$ cat config.mk
export PLATFORM = sky130hd
export DESIGN_NAME = longpress_rst_ctrl
export DESIGN_NICKNAME = d
export VERILOG_FILES = /design/src/rtl/lpr_pkg.sv /design/src/rtl/lpr_btn_sync.sv /design/src/rtl/lpr_hold_timer.sv /design/src/rtl/lpr_out_stage.sv /design/src/rtl/longpress_rst_ctrl.sv
export SDC_FILE = /design/constraint.sdc
export NUM_CORES = 1
export LEC_CHECK = 0
export BUFFER_PORTS_ARGS = -buffer_cell sky130_fd_sc_hd__buf_2
export CORE_MARGIN = 8
export CORE_UTILIZATION = 47
export CTS_CLUSTER_DIAMETER = 100
export DETAILED_ROUTE_END_ITERATION = 6
export HOLD_SLACK_MARGIN = 0.08
export PLACE_DENSITY = 0.71
export SLEW_MARGIN = 20
export SYNTH_ARGS = -nofsm -noshare
export SYNTH_HDL_FRONTEND = slang
export SYNTH_SLANG_ARGS = --single-unit
$ cat constraint.sdc
create_clock -name clk -period 1.2 [get_ports clk]
set_input_delay 0.18 -clock clk [delete_from_list [all_inputs] [get_ports clk]]
set_output_delay 0.18 -clock clk [all_outputs]
set_load 0.01 [all_outputs]
$ cat src/rtl/lpr_pkg.sv
// Package: shared helpers for the long-press reset controller.
// Assumes hold counts are at least 1.
package lpr_pkg;

    // Pick the hold limit that the strap selects.
    function automatic int unsigned pick_limit(input logic sel,
                                               input int unsigned short_t,
                                               input int unsigned long_t);
        return sel ? long_t : short_t;
    endfunction

endpackage

$ cat src/rtl/lpr_btn_sync.sv
// Module: lpr_btn_sync
// Two-flop synchroniser for a bank of asynchronous button lines.
// Assumes inputs are slow level signals; resets to "released" (all ones).
module lpr_btn_sync #(
    parameter int WIDTH  = 2,
    parameter int STAGES = 2
) (
    input  logic             clk,
    input  logic             rst_n,
    input  logic [WIDTH-1:0] async_in,
    output logic [WIDTH-1:0] sync_out
);
    logic [STAGES-1:0] chain [WIDTH];

    for (genvar g = 0; g < WIDTH; g++) begin : g_line
        // Shift each button line through the synchroniser chain.
        always_ff @(posedge clk) begin
            if (!rst_n) chain[g] <= '1;
            else        chain[g] <= {chain[g][STAGES-2:0], async_in[g]};
        end
        assign sync_out[g] = chain[g][STAGES-1];
    end
endmodule

$ cat src/rtl/lpr_hold_timer.sv
// Module: lpr_hold_timer
// Counts ticks while both buttons are held and supply is good; raises
// 'expired' when the selected limit is reached. Any release, undervoltage
// or system reset clears the count to zero.
// Assumes hold_sel is static and both limits are at least 1.
module lpr_hold_timer
    import lpr_pkg::*;
#(
    parameter int SHORT_TICKS = 75,
    parameter int LONG_TICKS  = 125
) (
    input  logic clk,
    input  logic rst_n,
    input  logic tick_en,
    input  logic both_low,
    input  logic hold_sel,
    input  logic supply_ok,
    output logic expired
);
    localparam int MAX_TICKS = (LONG_TICKS > SHORT_TICKS) ? LONG_TICKS : SHORT_TICKS;
    localparam int CW        = $clog2(MAX_TICKS + 1);

    logic [CW-1:0] cnt_q;
    logic [CW-1:0] limit;

    assign limit = CW'(pick_limit(hold_sel, SHORT_TICKS, LONG_TICKS));

    // Advance, saturate or clear the hold count.
    always_ff @(posedge clk) begin
        if (!rst_n || !supply_ok || !both_low) begin
            cnt_q   <= '0;
            expired <= 1'b0;
        end else if (tick_en && !expired) begin
            if (cnt_q == limit - 1'b1) begin
                cnt_q   <= limit;
                expired <= 1'b1;
            end else begin
                cnt_q <= cnt_q + 1'b1;
            end
        end
    end

    // a release empties the timer on the next edge.
    p_clear_on_release_r1: assert property (@(posedge clk) disable iff (!rst_n)
        !both_low |=> (cnt_q == '0 && !expired));

    // the count never passes the selected limit.
    p_no_overflow_r2: assert property (@(posedge clk) disable iff (!rst_n)
        cnt_q <= limit);

    // on supply recovery the count starts again from zero.
    p_fresh_start_r8: assert property (@(posedge clk) disable iff (!rst_n)
        $rose(supply_ok) |-> (cnt_q == '0 && !expired));
endmodule

$ cat src/rtl/lpr_out_stage.sv
// Module: lpr_out_stage
// Registers the reset pair in two independent flops and forces both
// inactive at once while the supply is low.
// Assumes supply_ok is synchronous to clk.
module lpr_out_stage (
    input  logic clk,
    input  logic rst_n,
    input  logic expired,
    input  logic both_low,
    input  logic supply_ok,
    output logic reset_out,
    output logic reset_n_out
);
    logic hi_q;
    logic lo_n_q;

    // High-true reset flop.
    always_ff @(posedge clk) begin
        if (!rst_n) hi_q <= 1'b0;
        else        hi_q <= expired & both_low & supply_ok;
    end

    // Low-true reset flop, built separately.
    always_ff @(posedge clk) begin
        if (!rst_n) lo_n_q <= 1'b1;
        else        lo_n_q <= ~(expired & both_low & supply_ok);
    end

    assign reset_out   = hi_q & supply_ok;
    assign reset_n_out = lo_n_q | ~supply_ok;

    // the two flops stay complementary.
    p_complement_r6: assert property (@(posedge clk) disable iff (!rst_n)
        hi_q == ~lo_n_q);

    // the reset only rises after the timer has expired.
    p_rise_after_expiry_r3: assert property (@(posedge clk) disable iff (!rst_n)
        $rose(hi_q) |-> $past(expired));
endmodule

$ cat src/rtl/longpress_rst_ctrl.sv
// Module: longpress_rst_ctrl (top)
// Drives a reset pair after both buttons are held for the strapped number
// of ticks; the reset lasts as long as the joint hold. No power-up pulse.
// Assumes tick_en is a one-cycle pulse and hold_sel is static.
module longpress_rst_ctrl #(
    parameter int SHORT_TICKS = 75,
    parameter int LONG_TICKS  = 125
) (
    input  logic clk,
    input  logic rst_n,
    input  logic tick_en,
    input  logic btn_a_n,
    input  logic btn_b_n,
    input  logic hold_sel,
    input  logic supply_ok,
    output logic reset_n_out,
    output logic reset_out
);
    localparam int NUM_BTN = 2;

    logic [NUM_BTN-1:0] btn_sync;
    logic               both_low;
    logic               expired;

    lpr_btn_sync #(.WIDTH(NUM_BTN), .STAGES(2)) u_sync (
        .clk      (clk),
        .rst_n    (rst_n),
        .async_in ({btn_b_n, btn_a_n}),
        .sync_out (btn_sync)
    );

    assign both_low = ~|btn_sync;

    lpr_hold_timer #(.SHORT_TICKS(SHORT_TICKS), .LONG_TICKS(LONG_TICKS)) u_timer (
        .clk       (clk),
        .rst_n     (rst_n),
        .tick_en   (tick_en),
        .both_low  (both_low),
        .hold_sel  (hold_sel),
        .supply_ok (supply_ok),
        .expired   (expired)
    );

    lpr_out_stage u_out (
        .clk         (clk),
        .rst_n       (rst_n),
        .expired     (expired),
        .both_low    (both_low),
        .supply_ok   (supply_ok),
        .reset_out   (reset_out),
        .reset_n_out (reset_n_out)
    );

    // a system reset leaves the outputs inactive on the next edge.
    p_quiet_after_reset_r5: assert property (@(posedge clk)
        !rst_n |=> (!reset_out && reset_n_out));

    // undervoltage forces both outputs inactive.
    p_supply_forces_off_r7: assert property (@(posedge clk) disable iff (!rst_n)
        !supply_ok |-> (!reset_out && reset_n_out));
endmodule

[Yosys cells after proc, flatten, opt, wreduce, memory -nomap -nowiden]
Memory sizes are Yosys's and may differ from the RTL's.
Cells that the tools add are included.
Word-level totals
  flip-flop bits (word level): 10
  memory bits (writable): 4
  input port bits: 7
  output and inout port bits: 2
  logic and storage cells: 31
  memories kept: 1
Cells by class
  $add $sub $neg: 2
  equality and inequality tests: 1
  multiplexer cells: 6
  bitwise logic cells: 8
  reduce and logical (&&, ||, !) cells: 9
Memory list
  u_sync.chain: depth 2, width 2, rd ports 2, clocked after Yosys merged registers in 0, wr ports 2, RTL line lpr_btn_sync.sv:13  | logic [STAGES-1:0] chain [WIDTH];
Operators with widths (number)
  7-bit by 1-bit adder with 7-bit output, second input constant: 1
  7-bit == test: 1
  7-bit two-way mux: 1
  7-bit by 1-bit subtractor with 7-bit output, second input constant: 1
  6-bit two-way mux: 1
  1-bit logical NOT: 4
  2-bit two-way mux: 2
  1-bit bitwise AND: 3
  1-bit OR: 3
  1-bit logical OR: 2
  1-bit two-way mux: 2
  1-bit inverter: 2
  2-bit AND reduction: 1
  2-bit OR reduction: 1
  1-bit logical AND: 1

[Depth between registers and ports, before layout]
Gate-level depths: netlist of the first run.
An unclocked memory read counts as a cell.
  depth in word-level cells: 6
  mapped depth: 5
  gate-level depth less buffers: 5

[Modules after synthesis]
A second synthesis of the first run with hierarchy kept.
Second synthesis, totals
  cell total of the unflattened synthesis: 68
  area, all modules: 629.4 µm²
By module, submodules not included
  lpr_hold_timer: instances 1, cells an instance 51, area each 436.7 µm², seq. area each 160.2 µm²
  lpr_btn_sync: instances 1, cells an instance 10, area each 120.1 µm², seq. area each 80.1 µm²
  lpr_out_stage: instances 1, cells an instance 6, area each 68.8 µm², seq. area each 40.0 µm²
  longpress_rst_ctrl: instances 1, cells an instance 1, area each 3.8 µm², seq. area each 0.0 µm²

[Worst setup path after synthesis of the first run]
No wires, ideal clock.
  path kind: reg-to-reg
  start: register u_timer.cnt_q[1]
  end: register u_timer.cnt_q[6]
  library setup time: 0.116 ns
  arrival: 1.129 ns
  data required time: 1.084 ns
  setup slack: -0.045 ns
  cell stages (with the launch flop): 6
  buffers on the path: 0
  period minus slack after synthesis: 1.245 ns
  cells stage by stage: dfxtp_1 ha_1 nand3_1 nor3_1 o211ai_1 o211a_1
Between the ends
  word-level cells in the longest chain between the ends: 2
  elaborated cells between the ends (all ways): 3
  classes of those cells: 1 x add/sub; 1 x eq/ne; 1 x mux
Ends and longest elaborated chain
  start: declaration: RTL line lpr_hold_timer.sv:23  | logic [CW-1:0] cnt_q;
  start signal: assignment: RTL line lpr_hold_timer.sv:35  | cnt_q <= limit;
  start signal: assignment: RTL line lpr_hold_timer.sv:38  | cnt_q <= cnt_q + 1'b1;
  7-bit by 1-bit adder with 7-bit output / 7-bit == test (equally long branches): RTL line lpr_hold_timer.sv:38, lpr_hold_timer.sv:34
  7-bit two-way mux (*): RTL line lpr_hold_timer.sv:34  | if (cnt_q == limit - 1'b1) begin
Mark *: on every way between the ends. The rest lies on a longest branch, timed or not.
A chain may end at the register's enable or synchronous reset.

[Worst setup path after layout of the first run]
  start: register u_timer.cnt_q[1]
  end: register u_timer.cnt_q[5]
Same word-level chain as after synthesis.

==> results.py, run 1 <==
metrics = {
    "critical_path": {
        "critPathMaxFanout": 4,
        "path_cells": "and4b_4 > nand4_1 > o31a_1 > a31oi_1",
        "worstSetupStartpointType": "flip-flop",
        "cp.required_ns": 1.41,
        "endpoint_kind": "flip-flop",
        "critPathSlowestCell": "and4b_4",
        "critPathKind": "reg -> reg",
        "critPathMaxStageDelay_ns": 0.35,
        "crit_family": "simple AND/OR/NAND/NOR gates",
        "cp_data_arrival_time_ns": 1.46,
        "cp.buffers_inverters": 0,
    },
    "clock_tree": {
        "cts_tree": "done",
        "cts_made_buffers": 3,
        "clockBufferDepth": 2,
        "clkTransAtPathRegs_ns": 0.07,
        "root_buffer": "clkbuf_4",
        "h-tree-depth": 1,
        "cts_num_sinks": 14,
        "clock_latency_ns": 0.28,
    },
    "cells_and_area": {
        "diodes": 0,
        "final_core_util_pct": 68.75,
        "stdcell_count": 108,
        "drive_gt1_share_pct": 41.94,
        "area.growth.synth_to_final_pct": 36.97,
        "finalNetCount": 103,
    },
    "sta": {
        "slew_headroom_pct": 78.34,
        "fin_ws_ns": -0.05277,
        "hold_violations": 0,
        "period_share_pct": 104.4,
        "slew_violations": 0,
        "min_period_ns": 1.253,
        "finalSetupViolations": 5,
        "clock.fmax_mhz": 798.2,
        "clock-skew-final_ns": 0.001797,
        "whs_ns": 0.2037,
        "worstMarginPinSlew_ns": 0.3249,
        "rsz0062_at_grt": "true",
    },
    "placed_design": {
        "dp.cells": 102,
        "hpwl_um": 1149,
        "place.port_buffers": 8,
        "globalplace.congestion": 0.9019,
    },
    "logic_synthesis": {
        "synth.most_common_cell": "dfxtp_1",
        "synth_edf_count": 0,
        "ys_ff_latch": 14,
        "netlist_area_um2": 653.1,
        "seq_area_frac_synth_pct": 42.91,
        "synth_common_cells": "dfxtp_1 (14), nand2b_1 (7), nand4_1 (5), nor2_1 (5)",
        "async_flop_share_pct": 0,
        "synth_top_area_cell": "dfxtp_1",
        "synthCells": 67,
        "yosys-top-cells-area": "dfxtp_1 (43%), nand2b_1 (6.7%), nand4_1 (4.8%)",
        "synth_warnings": 0,
        "syn_nets": 75,
        "synth.avg_cell_area_um2": 9.748,
        "yosys_most_used_dff": "dfxtp_1",
        "ys_types": 31,
        "yosys.area.top_type_share_pct": 42.91,
    },
    "pwr": {
        "p_per_area_mw_per_mm2": 866.0,
        "p_leak_nw": 0.3642,
        "ir_worst_vdd_mv": 0.8454,
    },
    "die": {
        "die_w_um": 53.28,
        "start_util_pct": 50.19,
        "die-area_mm2": 0.002838,
        "num_rows": 13,
        "die_height_um": 53.28,
        "io_pins": 9,
        "core_area_mm2": 0.001301,
    },
    "global_route": {
        "grt_usage_pct": 12.53,
        "antenna_found_initial": 0,
        "grt_max_degree": 8,
        "grt_pass1_wl_um": 2628,
        "grt_overflow": 0,
        "first_global_vias": 646,
    },
    "routing": {
        "finalWirelength_um": 1512,
        "ant_nets": 0,
        "vias_per_cell": 5.602,
        "drt-pass1-iter-count": 4,
        "detail_route.wl_per_cell_um": 14.00,
        "route.detailed.drc": 0,
        "drt_iter0_markers": 24,
        "vias": 605,
    },
    "min_path": {
        "hp-class": "in -> reg",
    },
    "run_status": {
        "outcome": "finished with violations",
        "violations": "negative setup slack",
    },
    "flow_run": {
        "drv_cap": 0,
    },
}
metrics by stage:
stage / setup TNS, ns / area [um^2] / setup slack (ns) / power, mW
CTS: -0.08907 / 869.6 / -0.02368 / 0.7792
finish: -0.1969 / 894.6 / -0.05277 / 0.7747
floorplan: 0 / 679.4 / 0.002361 / 0.5001
global route: -0.6142 / 894.6 / -0.1125 / 0.8164
detailed placement: -0.1165 / 828.3 / -0.03467 / 0.5225
global placement: -0.07803 / 828.3 / -0.02369 / 0.5211
kinds of logic after synthesis:
| family | share of synthesized area, % |
|---|---|
| flip-flops | 42.91 |
| buffers and inverters | 0.5742 |
| multiplexers | 1.724 |
| adder cells (fa/ha/maj) | 1.915 |
| AO/OA/AOI/OAI | 16.67 |
| XOR/XNOR | 2.682 |
| AND/OR/NAND/NOR | 33.52 |
worst min-delay path: cells and delay by family:
family,cells,cell delay [ns]
simple gates,1,0.05
buf+inv,2,0.21
worst paths after layout:
check                                        start                 end  slack (ns)  cells past startpoint
worst max-delay path              u_timer.cnt_q[1]    u_timer.cnt_q[5]       -0.05                      4
worst min-delay path                         rst_n  u_sync.chain[1][0]        0.20                      3
worst max register to register    u_timer.cnt_q[1]    u_timer.cnt_q[5]       -0.05                      4
worst min register to register  u_sync.chain[1][0]  u_sync.chain[1][1]        0.41                      1
power by group:
group          internal [mW]  switching, mW
sequential             0.470        0.00165
clock                  0.116          0.141
combinational         0.0250         0.0204
repair_timing:
action                                 in CTS  in global routing
setup endpoints to repair                   6                  7
resized for setup                           1                  4
pin swaps                                   3                  4
setup buffers                               1                  0
hold buffers                                1                  1
endpoints found under the hold margin       1                  1
state kept, by name, summed over array words and instances (netlist names):
register / cells
u_timer.cnt_q: 7
u_sync.chain: 4
u_out.hi_q: 1
u_out.lo_n_q: 1
u_timer.expired: 1
cells in the final DEF (no fill, tap or decap), types with 2 or more instances in the layout:
cell | netlist | layout
buf_2 | 0 | 8
buf_4 | 0 | 13
clkbuf_4 | 0 | 3
dfxtp_1 | 14 | 11
dfxtp_2 | 0 | 3
dlygate4sd3_1 | 0 | 2
nand2_1 | 4 | 4
nand2b_1 | 7 | 7
nand4_1 | 5 | 5
nor2_1 | 5 | 5
nor2b_1 | 2 | 2
o211ai_1 | 4 | 4
final cells by class:
type	count	area (um^2)
sequential	14	284.0
fill	105	406.6
clock buffer	3	22.52
tap	15	18.77
timing repair buffer	23	157.7
inverter	1	3.754
multi-input combinational	52	407.9
layer usage:
metal	part of all wire, %	vias to the layer above	track usage (%)
met1	46	273	14.56
met3	4.9	5	3.641
met5	0	-	0
met4	2.5	0	8.403
li1	-	309	-
met2	47	18	19.34
(Power assumes the default switching activity.)
==> inputs of run 2 (changes only) <==
--- a/config.mk
+++ b/config.mk
@@ -9,10 +9,12 @@
 export CORE_MARGIN = 8
 export CORE_UTILIZATION = 47
 export CTS_CLUSTER_DIAMETER = 100
+export CTS_CLUSTER_SIZE = 30
 export DETAILED_ROUTE_END_ITERATION = 6
 export HOLD_SLACK_MARGIN = 0.08
 export PLACE_DENSITY = 0.71
 export SLEW_MARGIN = 20
 export SYNTH_ARGS = -nofsm -noshare
 export SYNTH_HDL_FRONTEND = slang
+export SYNTH_HIERARCHICAL = 1
 export SYNTH_SLANG_ARGS = --single-unit
==> results.py, run 2 <==
metrics = {
    "sta": {
        "finalSetupViolations": 6,
        "slew_violations": 0,
        "period_share_pct": 126.6,
        "hold_violations": 0,
        "clock-skew-final_ns": 0.01117,
        "clock.fmax_mhz": 658.1,
        "min_period_ns": 1.520,
        "fin_setup_tns_ns": -1.699,
        "rsz0062_at_grt": "true",
        "fin_ws_ns": -0.3196,
        "worstMarginPinSlew_ns": 0.2588,
        "slew_headroom_pct": 82.61,
    },
    "clock_tree": {
        "cts_made_buffers": 3,
        "clkTransAtPathRegs_ns": 0.09,
        "postCtsSetupBuffers": 0,
        "cts_num_sinks": 14,
        "cts_resized": 0,
        "clockBufferDepth": 2,
        "root_buffer": "clkbuf_4",
        "holdBufCountCts": 0,
        "cts_tree": "done",
        "clock_latency_ns": 0.27,
        "h-tree-depth": 1,
    },
    "die": {
        "core_area_mm2": 0.001269,
        "num_rows": 13,
        "die_height_um": 52.60,
        "io_pins": 9,
        "die_w_um": 52.60,
        "start_util_pct": 49.61,
        "die-area_mm2": 0.002766,
    },
    "cells_and_area": {
        "reg.largest.list": "u_timer/cnt_q (7), u_sync/chain (4)",
        "drive_gt1_share_pct": 38.30,
        "finalNetCount": 103,
        "final_core_util_pct": 65.88,
        "area.growth.synth_to_final_pct": 32.80,
        "largest_register_ffs": 7,
        "final_common_cell": "buf_4",
        "n_fill_cell": 107,
        "diodes": 0,
        "stdcell_area_um2": 835.8,
        "most-common-layout-cells": "buf_4 (16), dfxtp_1 (13), buf_2 (8)",
        "regMostFlops": "u_timer/cnt_q",
    },
    "critical_path": {
        "critPathMaxFanout": 3,
        "critPathKind": "reg -> reg",
        "crit_family": "simple AND/OR/NAND/NOR gates",
        "critPathMaxStageDelay_ns": 0.56,
        "worstSetupStartpointType": "flip-flop",
        "cp.required_ns": 1.41,
        "cp_data_arrival_time_ns": 1.73,
        "path_cells": "or4b_4 > o22ai_4 > and4_4 > a31oi_1 > a21oi_1",
        "endpoint_kind": "flip-flop",
        "critPathSlowestCell": "or4b_4",
        "cp.buffers_inverters": 0,
    },
    "logic_synthesis": {
        "yosys-top-cells-area": "dfxtp_1 (45%), nand2b_1 (5.0%), a21oi_1 (4.8%)",
        "synth_edf_count": 0,
        "synth_common_cells": "dfxtp_1 (14), a21oi_1 (6), nand2b_1 (5), nor2_1 (5)",
        "netlist_area_um2": 629.4,
        "syn_nets": 76,
        "yosys.area.top_type_share_pct": 44.53,
        "ys_ff_latch": 14,
        "synthCells": 68,
        "synth_warnings": 6,
        "seq_area_frac_synth_pct": 44.53,
        "async_flop_share_pct": 0,
        "synth.avg_cell_area_um2": 9.255,
        "synth.most_common_cell": "dfxtp_1",
        "synth_top_area_cell": "dfxtp_1",
        "yosys_most_used_dff": "dfxtp_1",
        "ys_types": 28,
    },
    "min_path": {
        "hp-class": "in -> reg",
    },
    "global_route": {
        "grt_pass1_wl_um": 2380,
        "grt_use_met2_pct": 17.98,
        "grt_usage_pct": 10.88,
        "antenna_found_initial": 0,
        "grt_max_degree": 9,
        "grt_overflow": 0,
        "grt_use_met3_pct": 3.409,
        "grt_use_met1_pct": 13.27,
        "top_usage_layer": "met2",
        "first_global_vias": 565,
    },
    "routing": {
        "drt-pass1-iter-count": 4,
        "route.detailed.drc": 0,
        "vias_per_cell": 5.284,
        "detail_route.wl_per_cell_um": 12.46,
        "vias": 576,
        "drt_iter0_markers": 8,
        "finalWirelength_um": 1358,
        "ant_nets": 0,
    },
    "pwr": {
        "ir_worst_vdd_mv": 0.7280,
        "p_leak_nw": 0.3437,
        "p_per_area_mw_per_mm2": 1011,
        "p_total_uw": 844.6,
    },
    "placed_design": {
        "placed_cell_area_um2": 799.5,
        "hpwl_um": 1074,
        "globalplace.congestion": 0.8847,
        "dp_slack_ns": -0.3085,
        "place.port_buffers": 8,
    },
    "run_status": {
        "outcome": "finished with violations",
        "violations": "negative setup slack",
    },
    "flow_run": {
        "drv_cap": 0,
    },
}
-- run 2: cell types whose count changed in the layout (fill, tap and decap cells not counted), moves of 3 or more --
| cell | previous run | this run |
|---|---|---|
| nor3_1 | 0 | 4 |
| a21oi_1 | 1 | 6 |
| o211ai_1 | 4 | 0 |
| nand3_1 | 1 | 4 |
| nand4_1 | 5 | 2 |
| buf_4 | 13 | 16 |
-- run 2: through the flow --
| step | hold WS, ns | std cells |
|---|---|---|
| 2_1_floorplan | 0.2530 | 68 |
| 3_3_place_gp | 0.3603 | 105 |
| 3_5_place_dp | 0.3646 | 105 |
| 4_1_cts | 0.08173 | 109 |
| 5_1_grt | 0.08296 | 109 |
| 6_report | 0.09037 | 109 |
-- run 2: where the power goes --
part	total (mW)	internal [mW]	switching [mW]
Sequential	0.472	0.470	0.00139
Clock	0.331	0.184	0.146
Combinational	0.0424	0.0215	0.0208
-- run 2: cells by family (layout without fill, tap and decap cells) --
group	Yosys count	in the layout	synth area share, %
AOI/OAI and AO/OA	14	14	15.51
DFF	14	14	44.53
adders and majority gates	1	1	1.988
xor gates and xnor gates	2	2	2.784
buffers and inverters	3	29	2.981
and+or+nand+nor	34	34	32.21
-- run 2: metal layers --
| metal | vias to the layer above | routed length [um] |
|---|---|---|
| met1 | 265 | 629 |
| met4 | 0 | 8 |
| li1 | 296 | - |
| met3 | 2 | 82 |
| met5 | - | 0 |
| met2 | 13 | 638 |
-- run 2: what timing repair did --
action                                  CTS  global route
cloned                                    0             0
endpoints found under the setup margin    6             6
pin swaps                                 0             2
-- run 2: final cells by class --
type / instances / area, um^2 / area share (%)
Inverter: 1 / 3.754 / 0.4491
Timing Repair Buffer: 24 / 160.2 / 19.16
Multi-Input combinational cell: 51 / 335.3 / 40.12
Tap cell: 15 / 18.77 / 2.246
Sequential cell: 14 / 281.5 / 33.68
Clock buffer: 4 / 36.28 / 4.341
-- run 2: worst paths after layout --
| check | start | endpoint | slack, ns | cells past startpoint |
|---|---|---|---|---|
| worst max-delay path | u_timer/cnt_q[5] | u_timer/cnt_q[5] | -0.32 | 5 |
| worst min-delay path | btn_a_n | u_sync/chain[0][0] | 0.09 | 2 |
| worst min register to register | u_sync/chain[1][0] | u_sync/chain[1][1] | 0.42 | 1 |
| worst max register to register | u_timer/cnt_q[5] | u_timer/cnt_q[5] | -0.32 | 5 |
==> inputs of run 3 (changes only) <==
--- a/config.mk
+++ b/config.mk
@@ -16,5 +16,5 @@
 export SLEW_MARGIN = 20
 export SYNTH_ARGS = -nofsm -noshare
 export SYNTH_HDL_FRONTEND = slang
-export SYNTH_HIERARCHICAL = 1
 export SYNTH_SLANG_ARGS = --single-unit
+export TNS_END_PERCENT = 20
==> results.py, run 3 (same netlist as run 1, synthesis figures left out) <==
metrics = {
    "critical_path": {
        "reg2reg_slack_ns": -0.05,
        "worstSetupStartpointType": "flip-flop",
        "rr_startpoint": "u_timer.cnt_q[1]",
        "worstReg2RegEnd": "u_timer.cnt_q[5]",
        "r2r_cells": 4,
        "critPathMaxFanout": 4,
        "cp.required_ns": 1.41,
        "endpoint_kind": "flip-flop",
        "critPathKind": "reg -> reg",
        "cp_data_arrival_time_ns": 1.46,
    },
    "global_route": {
        "grt_pass1_wl_um": 2628,
        "grt_overflow": 0,
        "grt_usage_pct": 12.58,
        "antenna_found_initial": 0,
        "grt_max_degree": 8,
        "first_global_vias": 651,
    },
    "clock_tree": {
        "clockBufferDepth": 2,
        "h-tree-depth": 1,
        "root_buffer": "clkbuf_4",
        "cts_num_sinks": 14,
        "clkTransAtPathRegs_ns": 0.07,
        "clock_latency_ns": 0.28,
        "cts_tree": "done",
        "cts_made_buffers": 3,
    },
    "sta": {
        "clock-skew-final_ns": 0.002322,
        "worstMarginPinSlew_ns": 0.3229,
        "period_share_pct": 104.3,
        "rsz0062_at_grt": "true",
        "slew_violations": 0,
        "finalSetupViolations": 5,
        "hold_violations": 0,
        "fin_setup_tns_ns": -0.2119,
        "slew_headroom_pct": 78.47,
        "whs_ns": 0.2044,
        "clock.fmax_mhz": 799.3,
        "min_period_ns": 1.251,
        "fin_ws_ns": -0.05105,
    },
    "placed_design": {
        "place.port_buffers": 8,
        "globalplace.congestion": 0.9019,
        "dp_slack_ns": -0.03467,
        "placed_cell_area_um2": 828.3,
        "dp.cells": 102,
        "hpwl_um": 1149,
    },
    "die": {
        "start_util_pct": 50.19,
        "die-area_mm2": 0.002838,
        "die_height_um": 53.28,
        "io_pins": 9,
        "die_w_um": 53.28,
        "core_area_mm2": 0.001301,
        "num_rows": 13,
    },
    "routing": {
        "ant_nets": 0,
        "drt_iter0_markers": 18,
        "vias_per_cell": 5.602,
        "drt-pass1-iter-count": 4,
        "finalWirelength_um": 1517,
        "vias": 605,
        "detail_route.wl_per_cell_um": 14.05,
        "route.detailed.drc": 0,
    },
    "cells_and_area": {
        "diodes": 0,
        "regMostFlops": "u_timer.cnt_q",
        "area.growth.synth_to_final_pct": 36.97,
        "drive_gt1_share_pct": 41.94,
        "stdcell_area_um2": 894.6,
        "n_fill_cell": 105,
        "finalNetCount": 103,
        "largest_register_ffs": 7,
        "stdcell_count": 108,
        "reg.largest.list": "u_timer.cnt_q (7), u_sync.chain (4)",
        "most-common-layout-cells": "buf_4 (13), dfxtp_1 (11), buf_2 (8)",
        "final_common_cell": "buf_4",
    },
    "pwr": {
        "p_leak_nw": 0.3642,
        "ir_worst_vdd_mv": 0.8454,
        "p_per_area_mw_per_mm2": 865.2,
    },
    "min_path": {
        "min_from": "rst_n",
        "hold-path-endpoint": "u_sync.chain[1][0]",
        "hp-class": "in -> reg",
        "hold_depth": 3,
    },
    "run_status": {
        "outcome": "finished with violations",
        "violations": "negative setup slack",
    },
    "flow_run": {
        "drv_cap": 0,
    },
}
## run 3: changes by cell type in the layout (fill, tap and decap cells not counted), sizes merged, moves of 3 or more
cell,previous run,this run
o211ai,0,4
buf,24,21
a21oi,7,1
nor3,4,1
nand4,2,5
## run 3: final cells by class
cell class                      instances  area (um^2)  share of cell area, %
Multi-Input combinational cell         52        407.9                  45.59
Timing Repair Buffer                   23        157.7                  17.62
Tap cell                               15        18.77                  2.098
Clock buffer                            3        22.52                  2.517
Sequential cell                        14        284.0                  31.75
Inverter                                1        3.754                 0.4196
## run 3: power breakdown
part | internal (mW) | total, mW | switching, mW
clock network | 0.116 | 0.257 | 0.140
logic | 0.0250 | 0.0454 | 0.0204
registers | 0.470 | 0.472 | 0.00165
total | 0.612 | 0.774 | 0.162
## run 3: per-stage QoR
stage / total power [mW] / utilization, %
floorplan: 0.5001 / -
global placement: 0.5211 / 63.65
detailed placement: 0.5225 / 63.65
CTS: 0.7792 / 66.83
global route: 0.8164 / 68.75
finish: 0.7740 / 68.75
## run 3: how the worst max path moves through the flow
| stage | from | endpoint | slack, ns | cells past startpoint |
|---|---|---|---|---|
| 6_report | u_timer.cnt_q[1] | u_timer.cnt_q[5] | -0.05 | 4 |
| 5_1_grt | u_timer.cnt_q[1] | u_timer.cnt_q[4] | -0.11 | 4 |
| 4_1_cts | u_timer.cnt_q[1] | u_timer.cnt_q[6] | -0.02 | 5 |
| 3_5_place_dp | u_timer.cnt_q[1] | u_timer.cnt_q[1] | -0.03 | 4 |
| 3_3_place_gp | u_timer.cnt_q[2] | u_timer.cnt_q[1] | -0.02 | 4 |
| 2_1_floorplan | u_timer.cnt_q[2] | u_timer.cnt_q[1] | 0.002 | 4 |
## run 3: worst max-delay path: stages, from the launching register on
cell and delay (ns):
dfxtp_2 0.35, and4b_4 0.35, nand4_1 0.18, o31a_1 0.16, a31oi_1 0.14
## run 3: per-layer routing
metal | up-vias | GRT usage [%] | routed length, um
met5 | - | 0 | 0
met4 | 0 | 9.664 | 38
met3 | 5 | 3.641 | 74
met2 | 18 | 19.14 | 712
met1 | 274 | 14.40 | 691
li1 | 308 | - | -
## run 3: timing repair
action                                  4_1_cts  5_1_grt
endpoints found under the hold margin         1        1
setup buffers                                 1        0
pin swaps                                     3        4
hold buffers                                  1        1
resized for setup                             1        4
endpoints found under the setup margin        6        7
